File: src/rtl/sysreg_pkg.sv
package sysreg_pkg;

   localparam int DATA_W = 32;

   // word indices (byte offset >> 2)
   localparam int unsigned WIX_IDENT   = 0;
   localparam int unsigned WIX_SW      = 1;
   localparam int unsigned WIX_LED     = 2;
   localparam int unsigned WIX_SLOW    = 9;
   localparam int unsigned WIX_FLGSET  = 12;
   localparam int unsigned WIX_FLGCLR  = 13;
   localparam int unsigned WIX_NVSET   = 14;
   localparam int unsigned WIX_NVCLR   = 15;
   localparam int unsigned WIX_CARD    = 18;
   localparam int unsigned WIX_FLASH   = 19;
   localparam int unsigned WIX_CFGSW   = 22;
   localparam int unsigned WIX_FAST    = 23;
   localparam int unsigned WIX_MISC    = 24;
   localparam int unsigned WIX_PROC0   = 33;
   localparam int unsigned WIX_PROC1   = 34;
   localparam int unsigned WIX_CFG_LO  = 40;
   localparam int unsigned WIX_CFG_HI  = 42;

   localparam int MISC_MASTER_BIT = 14;
   localparam int MIN_ADDR_W      = 6;

   typedef enum logic {FLAG_VOLATILE = 1'b0, FLAG_PERSIST = 1'b1} flag_kind_e;

endpackage

File: src/rtl/sysreg_flag_word.sv
module sysreg_flag_word
   import sysreg_pkg::*;
#(
   parameter int         W    = 32,
   parameter flag_kind_e KIND = FLAG_VOLATILE
) (
   input  logic         clk,
   input  logic         sys_rst_n,
   input  logic         por_n,
   input  logic         set_en,
   input  logic         clr_en,
   input  logic [W-1:0] bits,
   output logic [W-1:0] flags
);

   logic          arst_n;
   logic [W-1:0]  set_mask;
   logic [W-1:0]  clr_mask;

   generate
      if (KIND == FLAG_PERSIST) begin : g_persist
         assign arst_n = por_n;
         logic unused_sys;
         assign unused_sys = sys_rst_n;
      end else begin : g_volatile
         assign arst_n = sys_rst_n & por_n;
      end
   endgenerate

   assign set_mask = set_en ? bits : '0;
   assign clr_mask = clr_en ? bits : '0;

   always_ff @(posedge clk or negedge arst_n) begin
      if (!arst_n) flags <= '0;
      else         flags <= (flags | set_mask) & ~clr_mask;
   end

endmodule

File: src/rtl/sysreg_tick_counter.sv
module sysreg_tick_counter #(
   parameter int W = 32
) (
   input  logic         clk,
   input  logic         arst_n,
   input  logic         tick,
   output logic [W-1:0] count
);

   always_ff @(posedge clk or negedge arst_n) begin
      if (!arst_n)   count <= '0;
      else if (tick) count <= count + 1'b1;
   end

endmodule

File: src/rtl/sysreg_rw_field.sv
module sysreg_rw_field #(
   parameter int           W   = 8,
   parameter logic [W-1:0] RST = '0
) (
   input  logic         clk,
   input  logic         arst_n,
   input  logic         we,
   input  logic [W-1:0] d,
   output logic [W-1:0] q
);

   always_ff @(posedge clk or negedge arst_n) begin
      if (!arst_n) q <= RST;
      else if (we) q <= d;
   end

endmodule

File: src/rtl/sysreg_bank.sv
module sysreg_bank
   import sysreg_pkg::*;
#(
   parameter int          ADDR_W     = 8,
   parameter int          LED_W      = 8,
   parameter int          CNT_W      = 32,
   parameter logic [3:0]  ID_REV     = 4'h1,
   parameter logic [11:0] BOARD_HBI  = 12'h190,
   parameter logic [15:0] ID_LOW     = 16'h0100,
   parameter logic [11:0] DB1_HBI    = 12'h237,
   parameter logic [11:0] DB2_HBI    = 12'h249,
   parameter logic [19:0] PROC0_HI   = 20'h0C000,
   parameter logic [19:0] PROC1_HI   = 20'h14000,
   parameter logic        FLASH_RST  = 1'b0
) (
   input  logic              clk,
   input  logic              rst_n,
   input  logic              por_n,
   input  logic              rd_en,
   input  logic              wr_en,
   input  logic [ADDR_W-1:0] addr,
   input  logic [31:0]       wdata,
   output logic [31:0]       rdata,
   input  logic [31:0]       sw_in,
   input  logic [31:0]       cfg_sw_in,
   input  logic              card_in,
   input  logic              card_wp,
   input  logic              master_db2,
   input  logic              tick_slow,
   input  logic              tick_fast,
   input  logic [31:0]       cfg_rdata,
   output logic              cfg_sel,
   output logic [LED_W-1:0]  led_out,
   output logic              flash_wp_n
);

   localparam logic [ADDR_W-1:0] A_IDENT  = ADDR_W'(WIX_IDENT);
   localparam logic [ADDR_W-1:0] A_SW     = ADDR_W'(WIX_SW);
   localparam logic [ADDR_W-1:0] A_LED    = ADDR_W'(WIX_LED);
   localparam logic [ADDR_W-1:0] A_SLOW   = ADDR_W'(WIX_SLOW);
   localparam logic [ADDR_W-1:0] A_FLGSET = ADDR_W'(WIX_FLGSET);
   localparam logic [ADDR_W-1:0] A_FLGCLR = ADDR_W'(WIX_FLGCLR);
   localparam logic [ADDR_W-1:0] A_NVSET  = ADDR_W'(WIX_NVSET);
   localparam logic [ADDR_W-1:0] A_NVCLR  = ADDR_W'(WIX_NVCLR);
   localparam logic [ADDR_W-1:0] A_CARD   = ADDR_W'(WIX_CARD);
   localparam logic [ADDR_W-1:0] A_FLASH  = ADDR_W'(WIX_FLASH);
   localparam logic [ADDR_W-1:0] A_CFGSW  = ADDR_W'(WIX_CFGSW);
   localparam logic [ADDR_W-1:0] A_FAST   = ADDR_W'(WIX_FAST);
   localparam logic [ADDR_W-1:0] A_MISC   = ADDR_W'(WIX_MISC);
   localparam logic [ADDR_W-1:0] A_PROC0  = ADDR_W'(WIX_PROC0);
   localparam logic [ADDR_W-1:0] A_PROC1  = ADDR_W'(WIX_PROC1);
   localparam logic [ADDR_W-1:0] A_CFGLO  = ADDR_W'(WIX_CFG_LO);
   localparam logic [ADDR_W-1:0] A_CFGHI  = ADDR_W'(WIX_CFG_HI);

   localparam logic [31:0] IDENT_WORD = {ID_REV, BOARD_HBI, ID_LOW};
   localparam logic [31:0] PROC0_WORD = {PROC0_HI, DB1_HBI};
   localparam logic [31:0] PROC1_WORD = {PROC1_HI, DB2_HBI};

   // elaboration-time parameter checks
   generate
      if (ADDR_W < MIN_ADDR_W) begin : g_bad_addr
         $error("sysreg_bank: ADDR_W too small for the register map");
      end
      if (LED_W < 1 || LED_W > DATA_W) begin : g_bad_led
         $error("sysreg_bank: LED_W out of range");
      end
      if (CNT_W < 2 || CNT_W > DATA_W) begin : g_bad_cnt
         $error("sysreg_bank: CNT_W out of range");
      end
   endgenerate

   logic sys_arst_n;
   assign sys_arst_n = rst_n & por_n;

   // write decode
   logic we_led, we_flash, we_fset, we_fclr, we_nset, we_nclr;
   assign we_led   = wr_en && (addr == A_LED);
   assign we_flash = wr_en && (addr == A_FLASH);
   assign we_fset  = wr_en && (addr == A_FLGSET);
   assign we_fclr  = wr_en && (addr == A_FLGCLR);
   assign we_nset  = wr_en && (addr == A_NVSET);
   assign we_nclr  = wr_en && (addr == A_NVCLR);

   assign cfg_sel = (rd_en || wr_en) && (addr >= A_CFGLO) && (addr <= A_CFGHI);

   // storage
   logic [LED_W-1:0] led_q;
   logic [0:0]       flash_q;
   logic [31:0]      vol_flags;
   logic [31:0]      nv_flags;
   logic [CNT_W-1:0] cnt_slow;
   logic [CNT_W-1:0] cnt_fast;

   sysreg_rw_field #(.W(LED_W), .RST('0)) i_led (
      .clk(clk), .arst_n(sys_arst_n), .we(we_led),
      .d(wdata[LED_W-1:0]), .q(led_q)
   );

   sysreg_rw_field #(.W(1), .RST(FLASH_RST)) i_flash (
      .clk(clk), .arst_n(sys_arst_n), .we(we_flash),
      .d(wdata[0:0]), .q(flash_q)
   );

   logic [1:0][31:0] flag_words;
   logic [1:0]       flag_set, flag_clr;
   assign flag_set = {we_nset, we_fset};
   assign flag_clr = {we_nclr, we_fclr};

   generate
      for (genvar k = 0; k < 2; k++) begin : g_flags
         localparam flag_kind_e KIND_K = (k == 0) ? FLAG_VOLATILE : FLAG_PERSIST;
         sysreg_flag_word #(.W(32), .KIND(KIND_K)) i_word (
            .clk(clk), .sys_rst_n(rst_n), .por_n(por_n),
            .set_en(flag_set[k]), .clr_en(flag_clr[k]),
            .bits(wdata), .flags(flag_words[k])
         );
      end
   endgenerate

   assign vol_flags = flag_words[0];
   assign nv_flags  = flag_words[1];

   logic [1:0]            ticks;
   logic [1:0][CNT_W-1:0] counts;
   assign ticks = {tick_fast, tick_slow};

   generate
      for (genvar c = 0; c < 2; c++) begin : g_cnt
         sysreg_tick_counter #(.W(CNT_W)) i_cnt (
            .clk(clk), .arst_n(sys_arst_n), .tick(ticks[c]), .count(counts[c])
         );
      end
   endgenerate

   assign cnt_slow = counts[0];
   assign cnt_fast = counts[1];

   // read mux
   logic [31:0] rd_mux;
   always_comb begin
      rd_mux = '0;
      if ((addr >= A_CFGLO) && (addr <= A_CFGHI)) begin
         rd_mux = cfg_rdata;
      end else begin
         case (addr)
            A_IDENT:  rd_mux = IDENT_WORD;
            A_SW:     rd_mux = sw_in;
            A_LED:    rd_mux = 32'(led_q);
            A_SLOW:   rd_mux = 32'(cnt_slow);
            A_FLGSET: rd_mux = vol_flags;
            A_NVSET:  rd_mux = nv_flags;
            A_CARD:   rd_mux = {30'b0, card_wp, card_in};
            A_FLASH:  rd_mux = {31'b0, flash_q};
            A_CFGSW:  rd_mux = cfg_sw_in;
            A_FAST:   rd_mux = 32'(cnt_fast);
            A_MISC:   rd_mux = 32'(master_db2) << MISC_MASTER_BIT;
            A_PROC0:  rd_mux = PROC0_WORD;
            A_PROC1:  rd_mux = PROC1_WORD;
            default:  rd_mux = '0;
         endcase
      end
   end

   always_ff @(posedge clk or negedge sys_arst_n) begin
      if (!sys_arst_n) rdata <= '0;
      else             rdata <= rd_en ? rd_mux : '0;
   end

   assign led_out    = led_q;
   assign flash_wp_n = flash_q[0];

endmodule

File: config.mk
export PLATFORM = sky130hd
export DESIGN_NAME = sysreg_bank
export DESIGN_NICKNAME = d
export VERILOG_FILES = /design/src/rtl/sysreg_pkg.sv /design/src/rtl/sysreg_flag_word.sv /design/src/rtl/sysreg_tick_counter.sv /design/src/rtl/sysreg_rw_field.sv /design/src/rtl/sysreg_bank.sv
export SDC_FILE = /design/constraint.sdc
export NUM_CORES = 1
export LEC_CHECK = 0
export ABC_AREA = 1
export BUFFER_PORTS_ARGS = -buffer_cell sky130_fd_sc_hd__buf_2
export CAP_MARGIN = 20
export CORE_ASPECT_RATIO = 0.75
export CORE_MARGIN = 10
export CORE_UTILIZATION = 47
export DETAILED_ROUTE_END_ITERATION = 6
export GPL_ROUTABILITY_DRIVEN = 1
export PLACE_DENSITY = 0.8
export SLEW_MARGIN = 20
export SYNTH_ARGS = -nofsm -noshare
export SYNTH_HDL_FRONTEND = slang
export SYNTH_SLANG_ARGS = --single-unit
File: constraint.sdc
create_clock -name clk -period 13.15 [get_ports clk]
set_input_delay 2.63 -clock clk [delete_from_list [all_inputs] [get_ports clk]]
set_output_delay 2.63 -clock clk [all_outputs]
set_load 0.02 [all_outputs]
Yosys cells after proc, flatten, opt, wreduce, memory -nomap -nowiden
Cells that the tools add are included.

cells by class
  reductions and logical operators = 11
  mux-type cells = 7
  bitwise gates (word level) = 7
  add/subtract/negate cells = 2
  eq/ne operators = 14
  magnitude comparators = 2

operator list
  cell                                                                number
  case mux 32 bit (13 select lines)                                   1
  two-way mux 32 bit                                                  6
  adder 32 x 1 -> 32 bit (second input constant)                      2
  bitwise AND 32 bit                                                  2
  inverter 32 bit                                                     2
  OR 32 bit                                                           2
  equality test 8 x 4 -> 1 bit (second input constant)                5
  equality test 8 x 5 -> 1 bit (second input constant)                5
  equality test 8 x 6 -> 1 bit (second input constant)                2
  logical AND 1 bit                                                   9
  equality test 8 x 1 -> 1 bit (second input constant)                1
  equality test 8 x 2 -> 1 bit (second input constant)                1
  greater-or-equal comparator 8 x 6 -> 1 bit (second input constant)  1
  <= comparator 8 x 6 -> 1 bit (second input constant)                1
  zero test 8 bit                                                     1
  bitwise AND 1 bit                                                   1
  logical OR 1 bit                                                    1

storage, ports and cells
  register bits = 169

Depth between registers and ports, before layout
Gate-level depths: netlist of run 1.

  word-level depth = 5
  mapped depth = 12
  mapped depth without buffers = 11

Hierarchy
Synthesis of run 1 repeated with hierarchy kept, for this count alone.

second synthesis, totals
  cells, all modules = 1560
  area total of the unflattened synthesis = 10257.3 µm²

modules (own cells, without submodules)
  module                                seq. area each (µm²)  instances  area each (µm²)  cells an instance
  sysreg_tick_counter                   800.8                 2          1808.0           233
  sysreg_bank                           800.8                 1          3148.0           593
  sysreg_flag_word (g_flags[0].i_word)  800.8                 1          1577.8           232
  sysreg_flag_word (g_flags[1].i_word)  800.8                 1          1570.3           230
  sysreg_rw_field (i_led)               200.2                 1          305.3            34
  sysreg_rw_field (i_flash)             25.0                  1          40.0             5

Worst setup path before layout of run 1
Ideal clock, no wire load.

  path kind = in2out
  start = in addr[6]
  end = out cfg_sel
  stages = 5
  buffers on the path = 0
  data required time = 10.520 ns
  path slack = 7.102 ns
  data arrival time = 3.418 ns
  cells stage by stage = inv_1 nand2_1 nor2_1 nand3_1 a21oi_1

on the way
  word-level cells in the longest chain between the ends = 3
  elaborated cells between the ends (all ways) = 4

ends and longest elaborated chain
  item                                        line               RTL
  start: declaration                          sysreg_bank.sv:21  input logic [ADDR_W-1:0] addr,
  greater-or-equal comparator 8 x 6 -> 1 bit  sysreg_bank.sv:84  assign cfg_sel = (rd_en || wr_en) && (addr >= A_CFGLO) && (addr <= A_CFGHI);
  logical AND 1 bit                           sysreg_bank.sv:84
  logical AND 1 bit *                         sysreg_bank.sv:84
  end: declaration                            sysreg_bank.sv:32  output logic cfg_sel,

Every way passes the cells marked *; elsewhere a longest branch is shown, timed or not.

Worst setup path in the final report of run 1
  start = in rd_en
  end = out cfg_sel

on the way
  word-level cells in the longest chain between the ends = 3

ends and longest elaborated chain
  item                            line               RTL
  start: declaration              sysreg_bank.sv:19  input logic rd_en,
  logical OR 1 bit                sysreg_bank.sv:84
  logical AND 1 bit (2 in a row)  sysreg_bank.sv:84

Every way passes these cells.

==> metrics.log, run 1 <==
[metrics] number of top-level pins: about 190
[metrics] cells after synthesis: around 1300
[metrics] HP Class: flip-flop to flip-flop
[metrics] via count of the first global-routing pass: between 9000 and 10000
[metrics] post-synth design cell area: approximately 9700 µm²
[metrics] worst clock skew: between 0.008 and 0.009 ns
[metrics] run status: complete, no violations
[metrics] count of maximum capacitance violations: 0
[metrics] final weighted congestion of routability-driven global placement: 0.965
[metrics] clk root buf: clkbuf_16
[metrics] number of optimization iterations in the first detailed-route pass: 7
[metrics] routed len/inst: approximately 19 µm
[metrics] most used flip-flop cell after synthesis: dfrtp_1
[metrics] CTS tree: yes
[metrics] start-to-end type of the worst setup path: input port to output port
[metrics] area added between synthesis and finish: 17.9%
[metrics] average cell area after synthesis: a little over 7 µm²
[metrics] height of the die: 144 µm
[metrics] clk_lat worst skew: around 0.44 ns
[metrics] count of filler cells inserted in the layout: just under 2000
[metrics] ant diodes: 0
[metrics] per-cell via count in the routed design: about 5.5
[metrics] CTS hold repair buffers: 0
[metrics] final hold violations: 0
[metrics] number of port buffers: 187
[metrics] transition time of the tightest slew-check pin: 1.02 ns
[metrics] DRC marker count from the first detailed-route iteration: 985
[metrics] synthesis warning total: 0
[metrics] Max Slew Vio Count: 0
[metrics] post-cts resize count: 0
[metrics] portion of the post-synthesis area used by sequential elements: 0.437
[metrics] Setup TNS Final: 0 ns
[metrics] Sinks on Clock Net: 169
[metrics] Max Fanout on Critical Path: 22
[metrics] Setup violations, final: 0
[metrics] sum of overflow across all layers after global routing: 0
[metrics] WP data required: 10.52 ns
[metrics] proportion of register bits with asynchronous set or reset after synthesis: 1.00
[metrics] number of library cell types mapped by synthesis: 34
[metrics] shortest clock period the worst path allows after layout: roughly 6.5 ns
[metrics] horizontal die dimension: 186 µm
[metrics] arrival time worst endpoint: 3.85 ns
[metrics] clk slew on worst S/H paths: 0.06 ns
[metrics] DRC errors left: 0
[metrics] Antenna Nets Post-Route: 0
[metrics] flops & latches, synth: 169
[metrics] Worst slew margin: 0.318
[metrics] RSZ-0062 raised after global routing: no
[metrics] core area: 20200 µm²
[metrics] worst supply voltage drop on vdd: between 0.07 and 0.08 mV
[metrics] most frequent standard cell in the layout excluding fill and tap cells: nand2_1
[metrics] power density over the cells: 111 nW/µm²
[metrics] highest-count cells in the layout ignoring fill and taps: nand2_1 (330), inv_1 (187), buf_2 (187), nor2_1 (174), dfrtp_1 (169)
[metrics] kind of end point of the critical path: output port
[metrics] Post-synth EDFFs: 0
[metrics] full die area: between 20000 and 30000 µm²
[metrics] first-pass GRT wire length: ~53 mm
[metrics] # rows: between 40 and 50
[metrics] final layout net count: roughly 1600
[metrics] initial standard-cell utilization of the core: 0.478
[metrics] aggregate routed wire length: 34.1 mm
[metrics] detailed placer's ending HPWL: ~25 mm
[metrics] crit share post-route: 0.493
[metrics] via count: roughly 9800
[metrics] CTS buffer count: 17
[metrics] startpoint class of the critical path: input port
[metrics] initial antenna violation count: 0
[metrics] overall routing resource usage: 0.256
[metrics] P_leak: 6.33 nW
[metrics] Design Power: between 0.001 and 0.0015 W
[metrics] share of final-layout standard cells stronger than drive strength 1: 0.173
[metrics] buffers inserted by post-CTS timing repair: 0
[metrics] depth of the CTS H-tree: 4
[metrics] Achievable Freq: between 150 and 200 MHz
[metrics] net count after synthesis: 1478
[metrics] maximum number of buffers from clock root to sink: 2
[metrics] largest net degree at the start of global routing: 75
==> power breakdown <==
group	total (W)	switching (W)	internal (W)
Clock	0.000517	0.000225	0.000291
Sequential	0.000593	0.0000385	0.000554
Combinational	0.000152	0.0000994	0.0000521
Total	0.00126	0.000363	0.000898
==> worst paths after layout <==
check | slack, ns | from | end | cells past startpoint
worst min register to register | 0.49 | g_cnt[1].i_cnt.count[31] | g_cnt[1].i_cnt.count[31] | 1
max in group asynchronous | 8.69 | por_n | g_cnt[1].i_cnt.count[23] | 5
worst max-delay path | 6.67 | rd_en | cfg_sel | 4
worst max register to register | 11.10 | g_cnt[0].i_cnt.count[0] | g_cnt[0].i_cnt.count[20] | 8
worst min-delay path | 0.49 | g_cnt[1].i_cnt.count[31] | g_cnt[1].i_cnt.count[31] | 1
min in group asynchronous | 2.28 | por_n | g_flags[1].i_word.flags[16] | 2
==> logic make-up after synthesis <==
family | Yosys count | synth area share
compound gates | 139 | 0.0903
flops | 169 | 0.437
xor+xnor | 43 | 0.0389
fa+ha+maj | 2 | 0.00259
simple gates | 740 | 0.333
buf+inv | 237 | 0.0978
==> registers in the layout, summed over array words and instances (netlist names) <==
signal	count
g_flags.i_word.flags	64
i_led.q	8
g_cnt.i_cnt.count	64
i_flash.q	1
rdata	32
==> synth_stat cells (18+ instances only) <==
master / count / area share
dfrtp_1: 169 / 0.44
nand2_1: 330 / 0.13
buf_2: 24 / 0.012
nand4_1: 18 / 0.012
o22ai_1: 32 / 0.021
nor2_1: 174 / 0.068
xor2_1: 37 / 0.034
a2bb2oi_1: 28 / 0.025
inv_1: 188 / 0.073
o21ai_0: 35 / 0.018
nor3_1: 27 / 0.014
o21ai_1: 19 / 0.0098
nand3_1: 154 / 0.080
==> worst max-delay path, stage by stage <==
cell,delay [ns]
buf_2,0.37
inv_1,0.38
a21oi_1,0.27
buf_2,0.20
==> metal layers <==
metal | vias to the layer above | global-route usage | routed length (µm)
li1 | 4582 | - | -
met1 | 4582 | 0.348 | 14900
met2 | 576 | 0.376 | 14200
met3 | 69 | 0.0805 | 3970
met4 | 0 | 0.0876 | 957
met5 | - | 0 | 0
==> area by class of cell <==
class	instances	area, µm²	share of cell area
clock inverters	12	141	0.0124
well taps	258	323	0.0283
repair buffers	196	1020	0.0897
inverters	192	726	0.0636
flip-flops and latches	169	4230	0.371
clock buffers	19	453	0.0397
multi-input cells	924	4510	0.395
==> through the flow <==
step / hold slack [ns] / std cells / utilization / setup slack [ns] / cell area, µm²
floorplan: 0.445 / 1330 / - / 6.82 / 9670
global placement: 0.461 / 1738 / 0.534 / 6.73 / 10800
detailed placement: 0.476 / 1738 / 0.534 / 6.69 / 10800
CTS: 0.484 / 1769 / 0.563 / 6.69 / 11400
global route: 0.508 / 1770 / 0.564 / 6.57 / 11400
finish: 0.488 / 1770 / 0.564 / 6.67 / 11400
No activity file was read; power rests on OpenSTA's default activity.
==> inputs of run 2 (changes only) <==
--- a/config.mk
+++ b/config.mk
@@ -13,7 +13,7 @@
 export CORE_UTILIZATION = 47
 export DETAILED_ROUTE_END_ITERATION = 6
 export GPL_ROUTABILITY_DRIVEN = 1
-export PLACE_DENSITY = 0.8
+export PLACE_DENSITY = 0.82
 export SLEW_MARGIN = 20
 export SYNTH_ARGS = -nofsm -noshare
 export SYNTH_HDL_FRONTEND = slang
==> constraint.sdc (replaced) <==
create_clock -name clk -period 5.77 [get_ports clk]
set_input_delay 1.154 -clock clk [delete_from_list [all_inputs] [get_ports clk]]
set_output_delay 1.154 -clock clk [all_outputs]
set_load 0.02 [all_outputs]
==> metrics.log, run 2 (synthesis gave the netlist of run 1 again) <==
[metrics] share of final-layout standard cells stronger than drive strength 1: 0.175
[metrics] clk slew on worst S/H paths: around 0.060 ns
[metrics] met3 capacity usage during global routing: 0.0767
[metrics] per-cell via count in the routed design: ~5.7
[metrics] top cell family by delay on the critical path: buffers and inverters
[metrics] Setup TNS Final: 0 ns
[metrics] count of cells along the worst hold path: 1
[metrics] final layout net count: 1653
[metrics] run status: complete, no violations
[metrics] via count of the first global-routing pass: roughly 9600
[metrics] number of port buffers: 187
[metrics] initial antenna violation count: 0
[metrics] WP data required: between 4 and 5 ns
[metrics] FF-to-FF Start: g_cnt[0].i_cnt.count[0]
[metrics] overall routing resource usage: 0.258
[metrics] DRC errors left: 0
[metrics] capture point of the worst reg-to-reg path: g_cnt[0].i_cnt.count[22]
[metrics] FF-to-FF setup slack: 3.63 ns
[metrics] Crit path largest cell delay: 0.40 ns
[metrics] buffers inserted by post-CTS timing repair: 0
[metrics] final weighted congestion of routability-driven global placement: 1.01
[metrics] maximum number of buffers from clock root to sink: 2
[metrics] transition time of the tightest slew-check pin: slightly above 0.9 ns
[metrics] most frequent standard cell in the layout excluding fill and tap cells: nand2_1
[metrics] Min-Delay Startpoint: g_cnt[1].i_cnt.count[31]
[metrics] power density over the cells: between 200 and 300 nW/µm²
[metrics] area added between synthesis and finish: 18.5%
[metrics] via count: ~10000
[metrics] worst min-delay path endpoint: g_cnt[1].i_cnt.count[31]
[metrics] top flop regs: g_cnt.i_cnt.count: 64 flops, g_flags.i_word.flags: 64 flops, rdata: 32 flops
[metrics] Achievable Freq: ~280 MHz
[metrics] Worst slew margin: 0.381
[metrics] first-pass GRT wire length: between 50 and 60 mm
[metrics] Antenna Nets Post-Route: 0
[metrics] arrival time worst endpoint: approximately 2.4 ns
[metrics] Int Power: slightly above 0.002 W
[metrics] routed len/inst: between 15 and 20 µm
[metrics] post-layout worst setup margin: ~2.2 ns
[metrics] Bufs and invs on worst path: 3
[metrics] core area: about 20000 µm²
[metrics] RSZ-0062 raised after global routing: no
[metrics] horizontal die dimension: 186 µm
[metrics] CTS hold repair buffers: 0
[metrics] GRT met2 Usage: 0.377
[metrics] Setup violations, final: 0
[metrics] Top Usage Layer GRT: met2
[metrics] number of optimization iterations in the first detailed-route pass: 7
[metrics] kind of end point of the critical path: output port
[metrics] full die area: ~27000 µm²
[metrics] DRC marker count from the first detailed-route iteration: between 1000 and 1500
[metrics] height of the die: around 140 µm
[metrics] ant diodes: 0
[metrics] global routing usage on met1: 0.354
[metrics] sequential power share: 0.466
[metrics] Psw: ~0.00082 W
[metrics] # rows: 45
[metrics] sum of overflow across all layers after global routing: 0
[metrics] detailed placer's ending HPWL: around 26 mm
[metrics] count of maximum capacitance violations: 0
[metrics] Max Fanout on Critical Path: 22
[metrics] worst supply voltage drop on vdd: ~0.18 mV
[metrics] P_leak: ~6.4 nW
[metrics] clk root buf: clkbuf_16
[metrics] final hold violations: 0
[metrics] clk_lat worst skew: 0.44 ns
[metrics] number of top-level pins: between 150 and 200
[metrics] combinational share of power: 0.119
[metrics] depth of the CTS H-tree: 4
[metrics] highest-count cells in the layout ignoring fill and taps: nand2_1 (330), inv_1 (187), buf_2 (187), nor2_1 (174), dfrtp_1 (169)
[metrics] Setup WS pre-CTS: 2.27 ns
[metrics] post-cts resize count: 0
[metrics] initial standard-cell utilization of the core: 0.478
[metrics] CTS tree: yes
[metrics] crit share post-route: 0.618
[metrics] CTS buffer count: 17
[metrics] shortest clock period the worst path allows after layout: roughly 3.6 ns
[metrics] largest net degree at the start of global routing: between 90 and 100
[metrics] start-to-end type of the worst setup path: input port to output port
[metrics] fraction of power spent switching nets: 0.284
[metrics] number of cells on the worst reg-to-reg path: 7
[metrics] CP cell instances: buf_2 > inv_1 > a21oi_1 > buf_2
[metrics] Max Slew Vio Count: 0
[metrics] startpoint class of the critical path: input port
[metrics] Worst path slowest cell: inv_1
[metrics] power share of the clock group: 0.415
[metrics] Sinks on Clock Net: 169
[metrics] worst clock skew: approximately 0.011 ns
[metrics] Crit path top cell by count: buf_2
[metrics] HP Class: flip-flop to flip-flop
[metrics] aggregate routed wire length: around 35 mm
-- run 2: cell types whose count changed in the layout (fill, tap and decap cells not counted), sizes merged --
| cell | change |
|---|---|
| clkinv | +6 |
| buf | +5 |
| clkinvlp | -5 |
| bufinv | +1 |
| clkbuf | -1 |
-- run 2: how the worst max path moves through the flow --
stage	start	to	cells past startpoint
final	rd_en	cfg_sel	4
after global routing	rd_en	cfg_sel	4
after CTS	rd_en	cfg_sel	4
after detailed placement	rd_en	cfg_sel	4
after global placement	rd_en	cfg_sel	4
after floorplan	rst_n	g_cnt[0].i_cnt.count[0]	2
-- run 2: metal layers --
metal | routed length (µm) | up-vias
met2 | 14700 | 667
li1 | - | 4600
met4 | 956 | 0
met1 | 14200 | 4733
met5 | 0 | -
met3 | 4800 | 68
-- run 2: per-stage QoR --
stage	cell area [µm²]	hold slack (ns)	power (W)	instances	utilization
5_1_grt	11500	0.511	0.00301	1776	0.567
3_3_place_gp	10800	0.461	0.00169	1741	0.534
2_1_floorplan	9670	0.445	0.00155	1330	-
4_1_cts	11400	0.490	0.00290	1775	0.566
3_5_place_dp	10800	0.479	0.00171	1743	0.535
6_report	11500	0.488	0.00290	1776	0.567
-- run 2: power groups by stage --
stage	Sequential (W)	Combinational [W]	Clock, W
2_1_floorplan	0.00135	0.000203	0
3_3_place_gp	0.00137	0.000327	0
3_5_place_dp	0.00137	0.000336	0
4_1_cts	0.00135	0.000342	0.00121
5_1_grt	0.00136	0.000386	0.00126
6_report	0.00135	0.000345	0.00121
-- run 2: layout make-up --
cell class | instances | area, µm²
fillers | 1882 | 8750
clock buffers | 18 | 439
clock inverters | 14 | 171
multi-input cells | 924 | 4510
repair buffers | 201 | 1060
inverters | 192 | 726
flip-flops and latches | 169 | 4230
well taps | 258 | 323
==> inputs of run 3 (changes only) <==
--- a/config.mk
+++ b/config.mk
@@ -13,7 +13,7 @@
 export CORE_UTILIZATION = 47
 export DETAILED_ROUTE_END_ITERATION = 6
 export GPL_ROUTABILITY_DRIVEN = 1
-export PLACE_DENSITY = 0.82
+export PLACE_DENSITY = 0.8
 export SLEW_MARGIN = 20
 export SYNTH_ARGS = -nofsm -noshare
 export SYNTH_HDL_FRONTEND = slang
==> constraint.sdc (replaced) <==
create_clock -name clk -period 3.4 [get_ports clk]
set_input_delay 0.68 -clock clk [delete_from_list [all_inputs] [get_ports clk]]
set_output_delay 0.68 -clock clk [all_outputs]
set_load 0.02 [all_outputs]
==> metrics.log, run 3 (synthesis gave the netlist of run 1 again) <==
[metrics] top flop regs: g_cnt.i_cnt.count: 64 flops, g_flags.i_word.flags: 64 flops, rdata: 32 flops
[metrics] Bufs and invs on worst path: 3
[metrics] power share of the clock group: 0.424
[metrics] Finished Core Util: 0.568
[metrics] RSZ-0062 raised after global routing: no
[metrics] number of port buffers: roughly 190
[metrics] startpoint class of the critical path: input port
[metrics] per-cell via count in the routed design: about 5.5
[metrics] worst supply voltage drop on vdd: just over 0.3 mV
[metrics] detailed placer's ending HPWL: ~26 mm
[metrics] DRC marker count from the first detailed-route iteration: approximately 1200
[metrics] Int Power: around 0.0037 W
[metrics] run status: complete, no violations
[metrics] maximum number of buffers from clock root to sink: 2
[metrics] Antenna Nets Post-Route: 0
[metrics] CTS buffer count: 17
[metrics] Achievable Freq: approximately 390 MHz
[metrics] WP data required: about 2.7 ns
[metrics] highest-count cells in the layout ignoring fill and taps: nand2_1 (330), inv_1 (187), buf_2 (187), nor2_1 (174), dfrtp_1 (169)
[metrics] final layout net count: 1656
[metrics] Crit path top cell by count: buf_2
[metrics] Crit path largest cell delay: between 0.3 and 0.4 ns
[metrics] full die area: between 20000 and 30000 µm²
[metrics] clk slew on worst S/H paths: 0.06 ns
[metrics] Worst path slowest cell: inv_1
[metrics] clk_lat worst skew: 0.44 ns
[metrics] count of filler cells inserted in the layout: between 1500 and 2000
[metrics] sum of overflow across all layers after global routing: 0
[metrics] overall routing resource usage: 0.253
[metrics] CTS tree: yes
[metrics] depth of the CTS H-tree: 4
[metrics] arrival time worst endpoint: about 1.9 ns
[metrics] worst clock skew: around 0.011 ns
[metrics] aggregate routed wire length: 33.9 mm
[metrics] HP Class: input port to async pin
[metrics] clk root buf: clkbuf_16
[metrics] initial standard-cell utilization of the core: 0.478
[metrics] # rows: between 40 and 50
[metrics] horizontal die dimension: roughly 190 µm
[metrics] buffers inserted by post-CTS timing repair: 0
[metrics] final weighted congestion of routability-driven global placement: about 1
[metrics] kind of end point of the critical path: output port
[metrics] Psw: 0.00135 W
[metrics] height of the die: between 100 and 150 µm
[metrics] share of final-layout standard cells stronger than drive strength 1: 0.174
[metrics] count of maximum capacitance violations: 0
[metrics] Max Fanout on Critical Path: 22
[metrics] number of top-level pins: 188
[metrics] combinational share of power: 0.119
[metrics] fraction of power spent switching nets: 0.270
[metrics] CTS hold repair buffers: 0
[metrics] CP cell instances: buf_2 > inv_1 > a21oi_1 > buf_2
[metrics] sequential power share: 0.457
[metrics] power density over the cells: 437 nW/µm²
[metrics] transition time of the tightest slew-check pin: 0.700 ns
[metrics] via count of the first global-routing pass: 9513
[metrics] core area: a little over 20000 µm²
[metrics] top cell family by delay on the critical path: buffers and inverters
[metrics] final hold violations: 0
[metrics] post-cts resize count: 0
[metrics] area added between synthesis and finish: 18.7%
[metrics] Sinks on Clock Net: around 170
[metrics] Setup TNS Final: 0 ns
[metrics] start-to-end type of the worst setup path: input port to output port
[metrics] P_leak: 6.40 nW
[metrics] routed len/inst: around 19 µm
[metrics] Setup violations, final: 0
[metrics] Max Slew Vio Count: 0
[metrics] crit share post-route: 0.757
[metrics] largest net degree at the start of global routing: slightly below 70
[metrics] most frequent standard cell in the layout excluding fill and tap cells: nand2_1
[metrics] DRC errors left: 0
[metrics] first-pass GRT wire length: around 52 mm
[metrics] initial antenna violation count: 1
[metrics] number of optimization iterations in the first detailed-route pass: 6
[metrics] via count: just under 10000
[metrics] shortest clock period the worst path allows after layout: between 2 and 3 ns
[metrics] Worst slew margin: 0.532
run 3: changes by cell type in the layout (fill, tap and decap cells not counted):
cell | before | now
bufinv_16 | 3 | 5
buf_6 | 1 | 0
buf_12 | 0 | 1
buf_16 | 1 | 0
clkinv_4 | 4 | 0
inv_6 | 4 | 0
buf_4 | 12 | 16
clkinvlp_4 | 0 | 2
clkinv_2 | 4 | 3
diode_2 | 0 | 1
clkbuf_1 | 0 | 3
run 3: per-stage QoR:
| stage | worst slack, ns | total power [W] | hold slack, ns | area, µm² | instances |
|---|---|---|---|---|---|
| after global routing | 0.691 | 0.00519 | 0.412 | 11500 | 1777 |
| final | 0.825 | 0.00501 | 0.374 | 11500 | 1778 |
| after floorplan | 0.906 | 0.00264 | 0.384 | 9680 | 1330 |
| after detailed placement | 0.843 | 0.00290 | 0.474 | 10900 | 1747 |
| after global placement | 0.842 | 0.00288 | 0.465 | 10900 | 1747 |
| after CTS | 0.841 | 0.00500 | 0.380 | 11500 | 1777 |
run 3: worst register-to-register path, cell delays in order, from the launching register on:
cell,delay [ns]
dfrtp_1,0.49
ha_1,0.27
nand3_1,0.14
nor2_1,0.20
nand2_1,0.15
nor2_1,0.29
nand4_1,0.26
xor2_1,0.22
run 3: power groups by stage:
stage          Combinational (W)  Sequential [W]  Clock (W)
2_1_floorplan           0.000345         0.00229          0
3_3_place_gp            0.000568         0.00232          0
3_5_place_dp            0.000579         0.00232          0
4_1_cts                 0.000589         0.00229    0.00213
5_1_grt                 0.000674         0.00231    0.00221
6_report                0.000596         0.00229    0.00213
run 3: cell type report:
| cell class | instances | area (µm²) | area share |
|---|---|---|---|
| flip-flops and latches | 169 | 4230 | 0.368 |
| repair buffers | 204 | 1080 | 0.0937 |
| well taps | 258 | 323 | 0.0281 |
| inverters | 192 | 724 | 0.0631 |
| clock inverters | 9 | 173 | 0.0150 |
| clock buffers | 21 | 450 | 0.0392 |
| multi-input cells | 924 | 4510 | 0.392 |
| diodes | 1 | 2.50 | 0.000218 |
run 3: path summary, 6_finish.rpt:
check                                         start                     endpoint  slack (ns)  cells past startpoint
hold reg to reg            g_cnt[1].i_cnt.count[31]     g_cnt[1].i_cnt.count[31]        0.49                      1
setup / recovery                              rd_en                      cfg_sel        0.83                      4
hold / removal                                rst_n   g_flags[0].i_word.flags[0]        0.37                      3
max in group asynchronous                     por_n     g_cnt[1].i_cnt.count[29]        2.11                      4
min in group clk                          wdata[29]  g_flags[0].i_word.flags[29]        0.42                      2
setup reg to reg            g_cnt[0].i_cnt.count[0]     g_cnt[0].i_cnt.count[22]        1.26                      7
run 3: per-layer routing:
metal,track usage,part of all wire
met2,0.369,0.42
met5,0,0.00038
met4,0.0935,0.029
met1,0.355,0.44
met3,0.0627,0.11
